$ cat config.mk
export PLATFORM = sky130hd
export DESIGN_NAME = mp_intc
export DESIGN_NICKNAME = d
export VERILOG_FILES = /design/src/rtl/mp_intc.sv
export SDC_FILE = /design/constraint.sdc
export NUM_CORES = 2
export LEC_CHECK = 0
export ABC_AREA = 1
export ABC_CLOCK_PERIOD_IN_PS = 48500
export BUFFER_PORTS_ARGS = -buffer_cell sky130_fd_sc_hd__buf_2
export CAP_MARGIN = 0
export CELL_PAD_IN_SITES_DETAIL_PLACEMENT = 0
export CELL_PAD_IN_SITES_GLOBAL_PLACEMENT = 2
export CORE_ASPECT_RATIO = 1.25
export CORE_MARGIN = 2
export CORE_UTILIZATION = 41
export CTS_BUF_LIST = sky130_fd_sc_hd__clkbuf_8
export CTS_CLUSTER_SIZE = 30
export DETAILED_ROUTE_END_ITERATION = 10
export GPL_TIMING_DRIVEN = 0
export PLACE_DENSITY_LB_ADDON = 0.08
export SLEW_MARGIN = 20
export SYNTH_ARGS = -nofsm -noshare
export SYNTH_HDL_FRONTEND = slang
export SYNTH_SLANG_ARGS = --single-unit
$ cat constraint.sdc
create_clock -name clk -period 48.5 [get_ports clk]
set_input_delay 2.425 -clock clk [delete_from_list [all_inputs] [get_ports clk]]
set_output_delay 2.425 -clock clk [all_outputs]
set_load 0.02 [all_outputs]
$ cat src/rtl/mp_intc.sv
module mp_intc #(
  parameter int NCPU = 2,
  parameter int NSRC = 16,
  parameter int NIPI = 4,
  parameter int VW   = 8,
  parameter int AW   = 8,
  parameter int VER  = 3
) (
  input  logic            clk,
  input  logic            rst_n,
  input  logic [NSRC-1:0] irq_in,
  input  logic            bus_we,
  input  logic            bus_re,
  input  logic [AW-1:0]   bus_addr,
  input  logic [31:0]     bus_wdata,
  output logic [31:0]     bus_rdata,
  output logic [NCPU-1:0] cpu_int
);
  localparam int NREQ   = NSRC + NIPI;
  localparam int RW     = $clog2(NREQ);
  localparam int A_FEAT = 'h00;
  localparam int A_GCFG = 'h01;
  localparam int A_SPUR = 'h02;
  localparam int A_SRC  = 'h10;
  localparam int A_DST  = 'h20;
  localparam int A_IPI  = 'h30;
  localparam int A_CPU  = 'h40;
  localparam int STRIDE = 8;

  logic [NSRC-1:0] s_mask, s_pol, s_sense, e_pend, act_q;
  logic [3:0]      s_pri [NSRC];
  logic [VW-1:0]   s_vec [NSRC];
  logic [NCPU-1:0] s_dst [NSRC];
  logic [NIPI-1:0] i_mask;
  logic [3:0]      i_pri [NIPI];
  logic [VW-1:0]   i_vec [NIPI];
  logic [NIPI-1:0] i_pend [NCPU];
  logic [3:0]      tpr [NCPU];
  logic [NREQ-1:0] isr [NCPU];
  logic [VW-1:0]   spur;
  logic            pt_dis;

  logic [NSRC-1:0] act, s_pend, s_act, src_clr;
  logic [NIPI-1:0] i_act;
  logic [3:0]      r_pri [NREQ];
  logic [VW-1:0]   r_vec [NREQ];
  logic [NREQ-1:0] r_msk;
  logic [NSRC-1:0] dcol [NCPU];
  logic [NREQ-1:0] cand [NCPU];
  logic [NCPU-1:0] has, has_isr, ack_rd, eoi_wr, tpr_wr;
  logic [3:0]      best_pri [NCPU];
  logic [3:0]      cur_pri [NCPU];
  logic [RW-1:0]   best_idx [NCPU];
  logic [RW-1:0]   top_isr [NCPU];
  logic [NIPI-1:0] disp_wr [NCPU];
  logic [NIPI-1:0] ipi_set [NCPU];
  logic [NREQ-1:0] isr_set [NCPU];
  logic [NREQ-1:0] eoi_clr [NCPU];
  logic [31:0]     feat;
  logic            soft_rst;
  logic            unused_wbits;

  assign act      = ~(irq_in ^ s_pol);
  assign s_pend   = (s_sense & act) | (~s_sense & e_pend);
  assign soft_rst = bus_we && bus_addr == AW'(A_GCFG) && bus_wdata[0];
  assign feat     = {5'b0, 11'(NSRC-1), 3'b0, 5'(NCPU-1), 4'b0, 4'(VER)};
  assign unused_wbits = ^bus_wdata;

  always_comb begin
    for (int s = 0; s < NSRC; s++) begin
      r_pri[s] = s_pri[s];
      r_vec[s] = s_vec[s];
      r_msk[s] = s_mask[s];
    end
    for (int i = 0; i < NIPI; i++) begin
      r_pri[NSRC+i] = i_pri[i];
      r_vec[NSRC+i] = i_vec[i];
      r_msk[NSRC+i] = i_mask[i];
    end
  end

  always_comb begin
    for (int c = 0; c < NCPU; c++) begin
      for (int s = 0; s < NSRC; s++) dcol[c][s] = s_dst[s][c];
      cand[c]     = {i_pend[c], s_pend & dcol[c]} & ~r_msk & ~isr[c];
      has[c]      = 1'b0;
      best_pri[c] = '0;
      best_idx[c] = '0;
      has_isr[c]  = 1'b0;
      cur_pri[c]  = '0;
      top_isr[c]  = '0;
      for (int r = 0; r < NREQ; r++) begin
        if (cand[c][r] && (!has[c] || r_pri[r] > best_pri[c])) begin
          has[c]      = 1'b1;
          best_pri[c] = r_pri[r];
          best_idx[c] = RW'(r);
        end
        if (isr[c][r] && (!has_isr[c] || r_pri[r] > cur_pri[c])) begin
          has_isr[c] = 1'b1;
          cur_pri[c] = r_pri[r];
          top_isr[c] = RW'(r);
        end
      end
      cpu_int[c] = has[c] && best_pri[c] > tpr[c] && best_pri[c] > cur_pri[c];
    end
  end

  always_comb begin
    src_clr = '0;
    s_act   = s_pend;
    i_act   = '0;
    for (int c = 0; c < NCPU; c++) begin
      tpr_wr[c]  = bus_we && bus_addr == AW'(A_CPU + c*STRIDE);
      ack_rd[c]  = bus_re && bus_addr == AW'(A_CPU + c*STRIDE + 1);
      eoi_wr[c]  = bus_we && bus_addr == AW'(A_CPU + c*STRIDE + 2);
      for (int i = 0; i < NIPI; i++)
        disp_wr[c][i] = bus_we && bus_addr == AW'(A_CPU + c*STRIDE + 4 + i);
      isr_set[c] = (ack_rd[c] && cpu_int[c]) ? (NREQ'(1) << best_idx[c]) : '0;
      eoi_clr[c] = (eoi_wr[c] && has_isr[c]) ? (NREQ'(1) << top_isr[c]) : '0;
      src_clr    = src_clr | isr_set[c][NSRC-1:0];
      s_act      = s_act | isr[c][NSRC-1:0];
      i_act      = i_act | i_pend[c] | isr[c][NREQ-1:NSRC];
    end
    for (int k = 0; k < NCPU; k++) begin
      ipi_set[k] = '0;
      for (int c = 0; c < NCPU; c++)
        ipi_set[k] = ipi_set[k] | (disp_wr[c] & {NIPI{bus_wdata[k]}});
    end
  end

  always_ff @(posedge clk) begin
    if (!rst_n || soft_rst) begin
      s_mask  <= '1;
      s_pol   <= '1;
      s_sense <= '0;
      e_pend  <= '0;
      act_q   <= '0;
      i_mask  <= '1;
      spur    <= '0;
      pt_dis  <= 1'b0;
      for (int s = 0; s < NSRC; s++) begin
        s_pri[s] <= '0;
        s_vec[s] <= '0;
        s_dst[s] <= '0;
      end
      for (int i = 0; i < NIPI; i++) begin
        i_pri[i] <= '0;
        i_vec[i] <= '0;
      end
      for (int c = 0; c < NCPU; c++) begin
        i_pend[c] <= '0;
        tpr[c]    <= '0;
        isr[c]    <= '0;
      end
    end else begin
      act_q  <= act;
      e_pend <= (e_pend & ~src_clr) | (act & ~act_q & ~s_sense);
      for (int c = 0; c < NCPU; c++) begin
        i_pend[c] <= (i_pend[c] & ~isr_set[c][NREQ-1:NSRC]) | ipi_set[c];
        isr[c]    <= (isr[c] & ~eoi_clr[c]) | isr_set[c];
        if (tpr_wr[c]) tpr[c] <= bus_wdata[3:0];
      end
      if (bus_we) begin
        if (bus_addr == AW'(A_GCFG)) pt_dis <= bus_wdata[1];
        if (bus_addr == AW'(A_SPUR)) spur <= bus_wdata[VW-1:0];
        for (int s = 0; s < NSRC; s++) begin
          if (bus_addr == AW'(A_SRC + s)) begin
            s_mask[s]  <= bus_wdata[31];
            s_sense[s] <= bus_wdata[23];
            s_pol[s]   <= bus_wdata[22];
            s_pri[s]   <= bus_wdata[19:16];
            s_vec[s]   <= bus_wdata[VW-1:0];
          end
          if (bus_addr == AW'(A_DST + s)) s_dst[s] <= bus_wdata[NCPU-1:0];
        end
        for (int i = 0; i < NIPI; i++) begin
          if (bus_addr == AW'(A_IPI + i)) begin
            i_mask[i] <= bus_wdata[31];
            i_pri[i]  <= bus_wdata[19:16];
            i_vec[i]  <= bus_wdata[VW-1:0];
          end
        end
      end
    end
  end

  always_comb begin
    bus_rdata = '0;
    if (bus_addr == AW'(A_FEAT)) bus_rdata = feat;
    if (bus_addr == AW'(A_GCFG)) bus_rdata = {30'b0, pt_dis, 1'b0};
    if (bus_addr == AW'(A_SPUR)) bus_rdata = 32'(spur);
    for (int s = 0; s < NSRC; s++) begin
      if (bus_addr == AW'(A_SRC + s))
        bus_rdata = {s_mask[s], s_act[s], 6'b0, s_sense[s], s_pol[s], 2'b0,
                     s_pri[s], 16'(s_vec[s])};
      if (bus_addr == AW'(A_DST + s)) bus_rdata = 32'(s_dst[s]);
    end
    for (int i = 0; i < NIPI; i++)
      if (bus_addr == AW'(A_IPI + i))
        bus_rdata = {i_mask[i], i_act[i], 10'b0, i_pri[i], 16'(i_vec[i])};
    for (int c = 0; c < NCPU; c++) begin
      if (bus_addr == AW'(A_CPU + c*STRIDE)) bus_rdata = 32'(tpr[c]);
      if (ack_rd[c] || bus_addr == AW'(A_CPU + c*STRIDE + 1))
        bus_rdata = cpu_int[c] ? 32'(r_vec[best_idx[c]]) : 32'(spur);
    end
  end

  generate
    for (genvar c = 0; c < NCPU; c++) begin : g_chk
      p_tpr_block_r6: assert property (@(posedge clk) disable iff (!rst_n)
        tpr[c] == 4'hF |-> !cpu_int[c]);
      p_ack_enters_r8: assert property (@(posedge clk) disable iff (!rst_n)
        (ack_rd[c] && cpu_int[c]) |=> $countones(isr[c]) == $past($countones(isr[c])) + 1);
      p_eoi_retire_r9: assert property (@(posedge clk) disable iff (!rst_n)
        (eoi_wr[c] && |isr[c]) |=> $countones(isr[c]) == $past($countones(isr[c])) - 1);
    end
    for (genvar s = 0; s < NSRC; s++) begin : g_mchk
      p_mask_wr_r2: assert property (@(posedge clk) disable iff (!rst_n)
        (bus_we && bus_addr == AW'(A_SRC + s) && !soft_rst) |=> s_mask[s] == $past(bus_wdata[31]));
    end
  endgenerate

  p_soft_rst_r13: assert property (@(posedge clk) disable iff (!rst_n)
    soft_rst |=> (cpu_int == '0) && (s_mask == '1) && (i_mask == '1));
endmodule

==> key figures <==
Power and ir drop
  – Pwr dens: about 23 nW/um^2
  – Maximum vdd drop: 0.03198 mV
  – Leak pwr: about 18 nW

Die
  – Ports: 94
  – Core Area: roughly 86000 um^2
  – Row count: 120
  – Die Ht: roughly 330 um
  – Chip Width: ~270 um
  – Starting Density: between 40% and 50%
  – Area of the die: 89180 um^2

Global route
  – Total gr overflow: 0
  – Total Routing Usage GR: a little over a third
  – Largest net degree at the start of global routing: 15
  – Vias in the first global route: 35730
  – First-pass GRT wire length: around 240 mm
  – Antenna violations before repair: 2

Run status
  – Outcome: finished, final reports clean

Timing
  – Final Hold Fails: 0
  – Final min period: 32920 ps
  – Unrepaired setup endpoints after global routing: false
  – Worst-Margin Slew: between 1000 and 1500 ps
  – Final setup viols: 0
  – Slew Viols, Final: 0
  – Worst Skew: 41.27 ps
  – FMAX: between 30 and 40 MHz
  – Max-slew headroom: 18.16%
  – Final period utilization: 67.87%
  – Setup TNS: 0 ps

Logic synthesis
  – Synth top area share: 23.63%
  – Cell area after synthesis: about 36000 um^2
  – Cell variety after synth: 67
  – Synth warnings: 0
  – Synth Flop Type: edfxtp_1
  – Register area share after synthesis: approximately a third
  – Most frequent cell after synthesis: nand2_1
  – Ranking of synthesized cells by area: edfxtp_1, nand2_1, ha_1
  – Register bit count reported by yosys: 421
  – Post-synth EDFFs: 280
  – Syn Area/Cell: 6.886 um^2
  – Top cells by count, synth: nand2_1, nor2_1, inv_1
  – Synth async-reset ratio: 0%
  – Area leader, netlist: edfxtp_1
  – Syn Inst Count: 5168

Route
  – WL final: between 150 and 200 mm
  – Via density: 5.731
  – Antenna-violating nets left: 0
  – Initial DRC Count: 3537
  – Initial DRT Pass Iterations: 6
  – Via count: around 37000
  – Post-DR wirelength/cell: 25.44 um
  – Drt drc: 0

Clock network
  – Postcts setup bufs: 0
  – CTS tree: built
  – Clock Pin Slew Worst Setup and Hold Paths: ~60 ps
  – Hold buffer count at CTS: 0
  – Clock root cell: clkbuf_8
  – Sink Count: roughly 420
  – CTS buffer count: 70
  – Htree depth: 3
  – Clk buf depth: 3
  – # resized after CTS: 0
  – Worst-skew pair later-pin latency: 740 ps

Critical path
  – Largest incremental delay on the critical path: 590 ps
  – Worst path bufs/invs: 30
  – CP startpoint: irq_in[0]
  – R2R setup slack: ~19000 ps
  – Critical path capture point type: primary output
  – Element type at the critical path start: input pin
  – WP data required: roughly 46000 ps
  – Crit-path max FO: 10
  – Crit path kind: in2out
  – Worst reg2reg startpoint: isr[0][20]
  – Reg2Reg Depth: about 170
  – Crit path max-delay cell type: clkbuf_1
  – Worst EP arrival: 30490 ps
  – Worst reg2reg endpoint: e_pend[8]
  – Most used cell, CP: nand2_1
  – Delay-heaviest family, CP: simple AND/OR/NAND/NOR gates

Place
  – Inst Count DP: 6404
  – # port buffers: 60
  – Final GP Congestion: 0.9936
  – DP HPWL: around 130 mm

Run
  – Max-cap violations: 0

Finish
  – Layout Cells excl Fill: about 6500
  – Layout area overhead: 9.697%
  – Share of layout cells above drive strength 1: under 10%
  – Fin nets: roughly 5700

Min path
  – Worst Hold Depth: 2
  – HP Class: reg2reg
  – Hold Crit Start: e_pend[12]
  – Hold Crit Endpoint: e_pend[12]
## registers in the layout, indices dropped and copies added, names as in the netlist
| name | count |
|---|---|
| s_pol | 16 |
| s_mask | 16 |
| i_vec | 32 |
| e_pend | 16 |
| i_pri | 16 |
| s_dst | 32 |
| tpr | 8 |
| spur | 8 |
| s_pri | 64 |
| s_vec | 128 |
| i_pend | 8 |
| s_sense | 16 |
| pt_dis | 1 |
| i_mask | 4 |
| act_q | 16 |
| isr | 40 |
## cell usage in the layout (no fill, tap or decap), types with 7 or more instances in the layout
cell / Yosys / layout
o21bai_1: 58 / 58
nor2_1: 643 / 642
xnor2_1: 10 / 10
nand2_4: 14 / 14
nand3_2: 15 / 15
buf_6: 24 / 24
inv_2: 28 / 28
o22ai_1: 9 / 9
edfxtp_1: 280 / 280
o211ai_1: 41 / 41
o21ai_0: 517 / 517
clkinv_1: 7 / 14
nor4_2: 0 / 9
conb_1: 1 / 15
a22oi_1: 17 / 17
nor2_2: 13 / 14
a21oi_1: 316 / 316
nand2_1: 1338 / 1338
bufinv_16: 0 / 8
or2_2: 24 / 24
nor4_1: 16 / 7
o2111ai_1: 18 / 18
nand4_1: 93 / 93
buf_2: 12 / 73
clkbuf_1: 81 / 78
o221ai_1: 15 / 15
dfxtp_1: 141 / 141
inv_1: 553 / 576
o21ai_1: 35 / 35
nor3_1: 38 / 36
a221oi_1: 14 / 14
nand3_1: 286 / 286
buf_4: 26 / 29
ha_1: 298 / 298
nand2_2: 82 / 82
clkbuf_8: 27 / 106
## kinds of logic (layout without fill, tap and decap cells)
| group | count (synthesis) | in the layout | synth area share, % |
|---|---|---|---|
| other | 1 | 16 | 0.01054 |
| XOR/XNOR | 12 | 12 | 0.2953 |
| AO/OA/AOI/OAI | 1081 | 1081 | 16.93 |
| adder cells (fa/ha/maj) | 298 | 298 | 10.48 |
| AND/OR/NAND/NOR | 2587 | 2587 | 30.98 |
| flip-flops | 421 | 421 | 31.56 |
| buffers and inverters | 768 | 961 | 9.750 |
## report_power, final
group	leakage, nW	total [mW]	switching (mW)	internal [mW]
combinational	13.8	0.109	0.0752	0.0335
clock	0.878	0.367	0.172	0.195
sequential	3.82	0.419	0.0188	0.400
total	18.5	0.894	0.266	0.628
## layout make-up
| type | count | area [um^2] |
|---|---|---|
| tap | 1159 | 1450 |
| multi-input combinational | 3993 | 21010 |
| clock inverter | 51 | 461.7 |
| sequential | 421 | 11230 |
| clock buffer | 79 | 1087 |
| inverter | 590 | 2233 |
| antenna | 1 | 2.502 |
| buffer | 178 | 1241 |
| timing repair buffer | 63 | 322.8 |
| fill | 9347 | 46840 |
## stage by stage
step	hold WS [ps]	power, mW	setup slack (ps)	area [um^2]	util (%)
after floorplan	439.6	0.4863	21080	35640	-
after global placement	461.0	0.5306	15130	37390	43.54
after detailed placement	474.7	0.5325	15720	37470	43.63
after CTS	474.7	0.8893	15650	39020	45.43
after global routing	501.9	0.9169	12650	39040	45.45
final	487.1	0.8938	15580	39040	45.45
## tightest hold or removal path, cell delays in order, from the launching register on
cell and delay (ps):
dfxtp_1 310, nand3_1 80, a21oi_1 50
## worst max-delay path by stage
stage | to | cells past startpoint
2_1_floorplan | bus_rdata[0] | 211
3_3_place_gp | bus_rdata[1] | 205
3_5_place_dp | bus_rdata[1] | 203
4_1_cts | bus_rdata[1] | 203
5_1_grt | bus_rdata[7] | 179
6_report | bus_rdata[1] | 200
## metal layers
layer	up-vias	part of all wire, %	track usage, %
met5	-	0	0
met4	0	6.6	21.92
met3	391	7.3	4.999
met2	1554	46	60.19
met1	17850	40	45.53
li1	17660	-	-
Power figures use the tool's default switching activity.
